==> config.mk <==
export PLATFORM = sky130hd
export DESIGN_NAME = gpio_bank_ctrl
export DESIGN_NICKNAME = d
export VERILOG_FILES = /design/src/rtl/gpio_bank_ctrl.sv
export SDC_FILE = /design/constraint.sdc
export NUM_CORES = 1
export LEC_CHECK = 0
export BUFFER_PORTS_ARGS = -buffer_cell sky130_fd_sc_hd__buf_4
export CORE_AREA = 2 2 327 329
export DETAILED_ROUTE_END_ITERATION = 8
export DIE_AREA = 0 0 329 331
export PLACE_DENSITY_LB_ADDON = 0.2
export SETUP_SLACK_MARGIN = 0.1
export SLEW_MARGIN = 0
export SYNTH_ARGS = -nofsm -noshare
export SYNTH_HDL_FRONTEND = slang
export SYNTH_SLANG_ARGS = --single-unit
==> constraint.sdc <==
create_clock -name clk -period 1.7 [get_ports clk]
set_input_delay 0.085 -clock clk [delete_from_list [all_inputs] [get_ports clk]]
set_output_delay 0.085 -clock clk [all_outputs]
set_load 0.01 [all_outputs]
==> src/rtl/gpio_bank_ctrl.sv <==
module gpio_bank_ctrl #(
  parameter int BANKS = 3,
  parameter logic [6*BANKS-1:0] WIDTHS = {6'd12, 6'd0, 6'd32},
  localparam int PINS = BANKS * 32,
  localparam int AW = $clog2(BANKS) + 5
) (
  input  logic            clk,
  input  logic            rst_n,
  input  logic            req_valid,
  output logic            req_ready,
  input  logic            req_write,
  input  logic [AW-1:2]   req_addr,
  input  logic [31:0]     req_wdata,
  output logic            rsp_valid,
  output logic [31:0]     rsp_rdata,
  input  logic [PINS-1:0] pin_in,
  output logic [PINS-1:0] pin_out,
  output logic [PINS-1:0] pin_oe,
  output logic [PINS-1:0] cfg_edge_pol,
  output logic [PINS-1:0] cfg_edge_both,
  output logic [PINS-1:0] cfg_irq_en,
  output logic [PINS-1:0] cfg_level,
  input  logic [PINS-1:0] irq_set
);
  logic [PINS-1:0] od_q, data_q, dir_q, pol_q, both_q, en_q, lvl_q, stat_q;
  logic [PINS-1:0] impl, sync1, sync2, rd_data;
  logic [AW-6:0]   bsel;
  logic [2:0]      rsel;
  logic [31:0]     rd;

  assign bsel = req_addr[AW-1:5];
  assign rsel = req_addr[4:2];
  assign req_ready = 1'b1;

  for (genvar b = 0; b < BANKS; b++) begin : g_bank
    localparam int W = int'(WIDTHS[6*b +: 6]);
    logic        hit;
    logic [31:0] m, clr;
    assign m   = (W >= 32) ? 32'hFFFF_FFFF : ((32'd1 << W) - 32'd1);
    assign hit = req_valid && req_write && (int'(bsel) == b);
    assign clr = (hit && rsel == 3'd7) ? req_wdata : 32'd0;
    assign impl[b*32 +: 32] = m;

    always_ff @(posedge clk) begin
      if (!rst_n) begin
        od_q[b*32 +: 32]   <= '0;
        data_q[b*32 +: 32] <= '0;
        dir_q[b*32 +: 32]  <= '0;
        pol_q[b*32 +: 32]  <= '0;
        both_q[b*32 +: 32] <= '0;
        en_q[b*32 +: 32]   <= '0;
        lvl_q[b*32 +: 32]  <= '0;
        stat_q[b*32 +: 32] <= '0;
      end else begin
        if (hit) begin
          case (rsel)
            3'd0: od_q[b*32 +: 32]   <= req_wdata & m;
            3'd1: data_q[b*32 +: 32] <= req_wdata & m;
            3'd2: dir_q[b*32 +: 32]  <= req_wdata & m;
            3'd3: pol_q[b*32 +: 32]  <= req_wdata & m;
            3'd4: both_q[b*32 +: 32] <= req_wdata & m;
            3'd5: en_q[b*32 +: 32]   <= req_wdata & m;
            3'd6: lvl_q[b*32 +: 32]  <= req_wdata & m;
            default: ;
          endcase
        end
        stat_q[b*32 +: 32] <= ((stat_q[b*32 +: 32] & ~clr) | irq_set[b*32 +: 32]) & m;
      end
    end
  end

  always_ff @(posedge clk) begin
    if (!rst_n) begin
      sync1 <= '0;
      sync2 <= '0;
    end else begin
      sync1 <= pin_in;
      sync2 <= sync1;
    end
  end

  assign rd_data = ((data_q & ~dir_q) | (sync2 & dir_q)) & impl;

  always_comb begin
    rd = '0;
    if (int'(bsel) < BANKS) begin
      case (rsel)
        3'd0: rd = od_q[int'(bsel)*32 +: 32];
        3'd1: rd = rd_data[int'(bsel)*32 +: 32];
        3'd2: rd = dir_q[int'(bsel)*32 +: 32];
        3'd3: rd = pol_q[int'(bsel)*32 +: 32];
        3'd4: rd = both_q[int'(bsel)*32 +: 32];
        3'd5: rd = en_q[int'(bsel)*32 +: 32];
        3'd6: rd = lvl_q[int'(bsel)*32 +: 32];
        default: rd = stat_q[int'(bsel)*32 +: 32];
      endcase
    end
  end

  always_ff @(posedge clk) begin
    if (!rst_n) begin
      rsp_valid <= 1'b0;
      rsp_rdata <= '0;
    end else begin
      rsp_valid <= req_valid;
      rsp_rdata <= (req_valid && !req_write) ? rd : 32'd0;
    end
  end

  assign pin_out       = data_q & ~od_q & ~dir_q;
  assign pin_oe        = impl & ~dir_q & ~(od_q & data_q);
  assign cfg_edge_pol  = pol_q;
  assign cfg_edge_both = both_q;
  assign cfg_irq_en    = en_q;
  assign cfg_level     = lvl_q;
endmodule


==> summary.txt, run 1 <==
Drt
  • Routed Antenna Nets: 0
  • WL/cell: 23.1 um
  • Drc violations: 0
  • Via count: 20,192
  • First drt pass iteration count: 5
  • Initial DRC count: between 1,000 and 1,500
  • Vias/cell: 4.30
  • Drt total wl: 109,000 um

Clock tree
  • Clock Latency Late Sink: 630 ps
  • Clock Tree Buf Depth: 3
  • TritonCTS buffer count: 60
  • CTS tree: built
  • Clock sink count: between 400 and 500
  • Clk slew on worst S/H paths: 60 ps
  • H-tree depth: 2
  • Clk root buf: clkbuf_16

Yosys
  • Count of mapped cells out of synthesis: 2,618
  • Post-synth ARST share: 0
  • Syn Area/Cell: just under 9 um2
  • Register area share after synthesis: 0.413
  • Synth Cell Area: 22,900 um2
  • Netlist cell types: 60
  • Post-synth EDFFs: 0
  • Synth Warn #: 0
  • Flops & latches, synth: 473
  • Post-synth top flop: dfxtp_1

Floorplanning
  • Core Region: 105,000 um2
  • Die span in y: 331 um
  • Die Width: 329 um
  • Site Rows: 119
  • Top Ports: 843
  • Die footprint: 109,000 um2
  • Initial core utilization: 0.218

GRT
  • Total GRT Usage: 0.187
  • Vias in the first global route: 19,291
  • Global-route wire length before repair: around 150,000 um
  • Grt ovf: 0
  • Largest net degree at the start of global routing: 130
  • Initial antenna violation count: 4

Worst setup path
  • R2r setup slk: 60 ps
  • Crit-path slowest cell: dlygate4sd3_1
  • Setup crit end kind: flip-flop
  • Crit path buf inv count: 3
  • CP cell instances: buf_6 > dlygate4sd3_1 > buf_6 > mux2_2 > a221oi_1 > a31oi_1 > o221a_2
  • RR Startpoint: dir_q[67]
  • Setup Crit Path Kind: input pin to flip-flop
  • Required time worst endpoint: 2210 ps
  • Worst path top cell family by delay: buffers and inverters
  • Max stage delay on crit path: 670 ps
  • Worst Setup Start Kind: input pin
  • Crit path max fanout: 11
  • CP most frequent cell: buf_6
  • WP data arrival: 2150 ps
  • Critical path origin: req_addr[3]

Timing
  • F_max: 0.609 GHz
  • Final WS setup: 57.3 ps
  • Final hold violation count: 0
  • Setup Viol. Count Final: 0
  • RSZ-0062 raised after global routing: true
  • Worst hold margin: 23.5 ps
  • Setup TNS: 0 ps
  • Tcrit/Tclk final: 0.966
  • Fin Clk Skew: 14.1 ps
  • Slew Viols, Final: 0
  • Crit path time final: between 1500 and 2000 ps

Run
  • Reported max-cap violation count: 0

Worst hold path
  • Hold Path Class: input pin to flip-flop
  • Worst Min Path Start: req_addr[5]

Cells and area
  • Share of layout cells above drive strength 1: 0.272
  • Nets: 3,489
  • Final instance area: 32,600 um2
  • Final Util: 0.311
  • Layout area overhead: 42.5%
  • Post-Layout Cell Count: 4,699
  • Register area: 9540 um2
  • Combined area of the multi-input logic cells: between 10,000 and 15,000 um2
  • Number of filler cells placed in the layout: 11,114

Status
  • Run status: complete, no violations

Placement
  • Port bufs: 425
  • Placed instance area: 27,900 um2
  • DP Worst Slack: -573 ps
  • DP HPWL: 76,600 um
  • Placed cells: 4,400
  • Routability cong.: 0.758

Pwr
  • Leakage: between 10 and 15 nW
  • Tot Pwr: 28.0 mW
  • VDD IR-drop max: 0.814 mV
  • Pwr/cell area: 857 nW/um2
## Yosys cell counts, types with 2 or more instances
cell type,instances,share of area
and2_1,103,0.028
clkbuf_1,128,0.021
dfxtp_1,473,0.41
nand2_1,476,0.078
nor2_2,2,0.00055
nand3b_1,20,0.0066
buf_2,62,0.014
nand3_1,32,0.0070
and3b_1,10,0.0038
a31oi_1,19,0.0052
a22o_1,6,0.0023
nor3_2,11,0.0048
conb_1,2,0.00033
a21o_1,8,0.0026
o21ai_0,75,0.016
nor3b_1,43,0.014
nor2_1,21,0.0034
o22a_1,2,0.00076
o221a_2,9,0.0044
nor4bb_1,11,0.0048
a211o_1,5,0.0019
a211oi_1,11,0.0036
mux2_2,19,0.0093
or4bb_1,8,0.0039
a21boi_1,51,0.017
mux2i_1,101,0.044
nand2b_1,6,0.0016
inv_1,3,0.00049
a221o_1,19,0.0083
a22oi_1,3,0.00098
mux4_2,4,0.0039
o221ai_1,7,0.0027
buf_4,326,0.11
a21boi_0,217,0.071
nor2b_1,88,0.024
o21a_1,44,0.014
nand4bb_1,3,0.0015
buf_6,2,0.00098
o22ai_1,18,0.0049
a221oi_1,13,0.0050
and3_1,19,0.0052
a2111oi_0,8,0.0031
nand4b_1,10,0.0038
a21oi_1,97,0.021
or3b_2,8,0.0031
## final timing paths
kind                        end  depth (start not counted)
setup / recovery  rsp_rdata[21]                          7
hold / removal    rsp_rdata[19]                          4
setup reg to reg   rsp_rdata[3]                          5
hold reg to reg       sync2[11]                          1
## layer usage
metal  global-route usage  vias up  wire [um]
met5                    0        -         21
met4               0.0397        4       1900
met3               0.0446      100       6970
met2                0.293      610      48600
met1                0.261     9879      51200
li1                     -     9599          -
## state kept, by name (all words and copies together), names as in the netlist
name	count
cfg_edge_both	44
cfg_edge_pol	44
cfg_irq_en	44
cfg_level	44
data_q	44
dir_q	44
od_q	44
stat_q	44
sync1	44
sync2	44
rsp_rdata	32
rsp_valid	1
## cell families (layout without fill, tap and decap cells)
group | after synthesis | in the layout | synth area share
buf+inv | 523 | 899 | 0.143
other cells | 2 | 316 | 0.000328
compound gates | 615 | 615 | 0.187
mux | 124 | 124 | 0.0574
flops | 473 | 473 | 0.413
simple gates | 881 | 881 | 0.199
## where the power goes
part / switching (mW) / leakage (nW) / total (mW) / internal (mW)
combinational: 1.63 / 8.23 / 2.87 / 1.24
clock: 5.34 / 1.02 / 13.7 / 8.35
sequential: 0.109 / 3.87 / 11.4 / 11.3
total: 7.09 / 13.1 / 28.0 / 20.9
## timing repair
action                                  4_1_cts  5_1_grt
hold buffers                                171        1
endpoints found under the setup margin       56       88
resized for setup                           113       75
endpoints found under the hold margin       409        2
pin swaps                                    21       18
setup buffers                                 7        3
gates cloned                                  0        4
## layout make-up
cell class	count	share of cell area
inverters	4	0.000460
clock buffers	90	0.0541
repair buffers	784	0.221
clock inverters	21	0.0102
well taps	1391	0.0533
multi-input cells	1933	0.369
diodes	3	0.000230
flip-flops and latches	473	0.292
## cell usage in the layout (no fill, tap or decap), drive strengths merged, types with 12 or more instances in the layout
| cell type | instances |
|---|---|
| buf | 609 |
| nand2 | 476 |
| dfxtp | 473 |
| conb | 313 |
| a21boi | 268 |
| dlygate4sd3 | 171 |
| and2 | 104 |
| mux2i | 101 |
| a21oi | 97 |
| clkbuf | 94 |
| nor2b | 88 |
| o21ai | 75 |
| o21a | 44 |
| nor3b | 43 |
| nand3 | 33 |
| nor2 | 23 |
| nand3b | 20 |
| mux2 | 19 |
| a221o | 19 |
| and3 | 19 |
| a31oi | 19 |
| o22ai | 18 |
| a221oi | 13 |
| clkinv | 12 |
## worst min-delay path, cell delays in order
cell and delay [ps]:
buf_4 120, nor4_2 70, buf_6 180, o221a_2 140
Note: power is estimated with default switching activity, not from simulation.
==> run 2: changes to the inputs <==
Settings changed: CORE_AREA 2 2 327 329 to 2 2 330 332, CTS_BUF_LIST from default to sky130_fd_sc_hd__clkbuf_8, DIE_AREA 0 0 329 331 to 0 0 332 334.
==> run 2 against run 1 <==
Sequential share of layout area is 0.38 points higher. Register-to-register slack hardly changed. Total power is 10% lower. First-iteration DRC count is 14% higher. Utilization is 0.54 points lower. Via count is 1.0% higher. Clock power is 20% lower. Cell count is 1.6% higher. Sequential power hardly changed. Cell area is 0.90% higher. Routed wire length is 1.4% lower. Clock skew is 24 ps higher. Critical endpoint is now pin_out[74]. Largest cell class unchanged. Largest power group is now sequential cells. Highest routed layer unchanged.
==> summary.txt, run 2 (synthesis results as in run 1) <==
Status
  • Run status: complete, no violations

Clock tree
  • Clock Latency Late Sink: 730 ps (+100 ps)
  • Clock sink count: 473 (unchanged)
  • TritonCTS buffer count: 91 (+52%)
  • H-tree depth: 3 (+1)
  • Clk root buf: clkbuf_8
  • Clock Tree Buf Depth: 3 (unchanged)
  • CTS tree: built
  • Clk slew on worst S/H paths: 60 ps (about the same)

Timing
  • Crit path time final: 1670 ps (+22.4 ps)
  • Worst slew pin tran: 663 ps
  • RSZ-0062 raised after global routing: true
  • Setup Viol. Count Final: 0 (unchanged)
  • Setup TNS: 0 ps (unchanged)
  • Max-Slew Margin vs Limit: 0.553
  • Slew Viols, Final: 0 (unchanged)
  • Final hold violation count: 0 (unchanged)
  • Tcrit/Tclk final: 0.979 (+0.0132)
  • Fin Clk Skew: 38.0 ps (+23.9 ps)
  • F_max: 0.601 GHz (-1.3%)

Cells and area
  • Layout area overhead: 43.8%
  • Final Util: 0.306 (-0.00542)
  • Combined area of the multi-input logic cells: 12,400 um2 (+3.0%)
  • Number of filler cells placed in the layout: 11,473 (+3.2%)
  • Nets: 3,531 (+1.2%)
  • Most frequent cells in the layout: buf_4, nand2_1, dfxtp_1, conb_1, a21boi_0
  • Share of layout cells above drive strength 1: 0.312 (+0.0396)
  • Register area: 9750 um2 (+2.2%)
  • Most common cell after layout, fill and taps aside: buf_4

Floorplanning
  • Die footprint: 111,000 um2 (+1.8%)
  • Top Ports: 843 (unchanged)
  • Core Region: 108,000 um2 (+2.7%)
  • Site Rows: 121 (+1.7%)
  • Initial core utilization: 0.212 (-0.00572)
  • Die span in y: 334 um (+0.91%)
  • Die Width: 332 um (+0.91%)

Run
  • Reported max-cap violation count: 0 (unchanged)

Placement
  • Routability cong.: 0.786 (+3.7%)
  • DP HPWL: 75,700 um (-1.1%)
  • Port bufs: 425 (unchanged)

Worst hold path
  • Hold Crit Endpoint: rsp_rdata[3]
  • Hold Crit Depth: 5 (+1)
  • Hold Path Class: input pin to flip-flop
  • Worst Min Path Start: req_addr[6]

Drt
  • Vias/cell: 4.28 (-0.50%)
  • First drt pass iteration count: 5 (unchanged)
  • Routed Antenna Nets: 0 (unchanged)
  • Drt total wl: 107,000 um (-1.4%)
  • Drc violations: 0 (unchanged)
  • Initial DRC count: 1,226 (+14%)
  • WL/cell: 22.5 um (-2.9%)
  • Via count: 20,403 (+1.0%)

GRT
  • Global-route wire length before repair: 149,000 um (+1.5%)
  • Initial antenna violation count: 9 (+5)
  • Vias in the first global route: 19,563 (+1.4%)
  • Grt ovf: 0 (unchanged)
  • Total GRT Usage: 0.186 (-0.00149)
  • Largest net degree at the start of global routing: 103 (-21%)

Worst setup path
  • Required time worst endpoint: 1620 ps (-590 ps)
  • R2r setup slk: 50 ps (about the same)
  • Crit path max fanout: 5 (-6)
  • WP data arrival: 1580 ps (-570 ps)
  • R2R Path End: rsp_rdata[7]
  • RR Startpoint: dir_q[71]
  • Worst Reg2Reg Path Length in Cells: 6 (+1)
  • Setup crit end kind: primary output
  • Worst Setup Start Kind: flip-flop
  • Setup Crit Path Kind: flip-flop to primary output

Pwr
  • VDD IR-drop max: 0.496 mV (-39%)
  • Leakage: 13.2 nW (+0.66%)
  • Pwr/cell area: 760 nW/um2 (-11%)
  • Tot Pwr: 25.0 mW (-10%)
run 2: changes by cell type in the layout (fill, tap and decap cells not counted), sizes merged:
cell and change:
bufinv -8, clkbuf +12, buf +13, clkinv -2
dlymetal6s4s +2, diode +1, clkinvlp +1, inv +31
run 2: worst max-delay path by stage:
stage	startpoint	end	slack, ps	cells past startpoint
global route	dir_q[74]	pin_out[74]	-30	3
floorplan	req_addr[2]	rsp_rdata[10]	280	6
detailed placement	req_addr[2]	rsp_rdata[3]	-530	8
finish	dir_q[74]	pin_out[74]	30	3
global placement	req_addr[2]	rsp_rdata[3]	-460	8
CTS	dir_q[74]	pin_out[74]	-80	3
run 2: metrics by stage:
stage | hold slack (ps) | worst slack (ps) | instance area [um2] | cells
global placement | 295 | -455 | 27900 | 4420
CTS | 18.3 | -83.6 | 32600 | 4760
finish | 26.2 | 34.9 | 32900 | 4772
detailed placement | 295 | -530 | 27900 | 4420
floorplan | 209 | 283 | 24100 | 2929
global route | 13.2 | -31.5 | 32900 | 4769
run 2: worst max-delay path, stage by stage, from the launching register on:
cell	delay, ps
dfxtp_2	340
buf_6	120
nor3b_4	250
buf_6	140
run 2: timing repair:
action / CTS / global route
endpoints found under the setup margin: 89 / 61
hold endpoints to repair: 429 / 0
cloned: 0 / 0
pin swaps: 51 / 27
resized for setup: 318 / 85
buffers inserted: 18 / 9
hold buffers: 174 / 0
run 2: final cells by class:
| type | instances | area share |
|---|---|---|
| multi-input cells | 1933 | 0.376 |
| flip-flops and latches | 473 | 0.296 |
| repair buffers | 795 | 0.222 |
| well taps | 1414 | 0.0537 |
| clock buffers | 106 | 0.0443 |
| clock inverters | 43 | 0.00653 |
| inverters | 4 | 0.000456 |
| diodes | 4 | 0.000304 |
run 2: per-layer routing:
| layer | routed length [um] | GRT usage | up-vias |
|---|---|---|---|
| li1 | - | - | 9676 |
| met1 | 49500 | 0.249 | 9907 |
| met2 | 48400 | 0.292 | 686 |
| met3 | 6460 | 0.0431 | 132 |
| met4 | 2930 | 0.0623 | 2 |
| met5 | 13 | 0 | - |
run 2: report_power, final:
| part | internal, mW | switching [mW] |
|---|---|---|
| logic | 1.19 | 1.58 |
| registers | 11.2 | 0.115 |
| clock network | 5.63 | 5.30 |
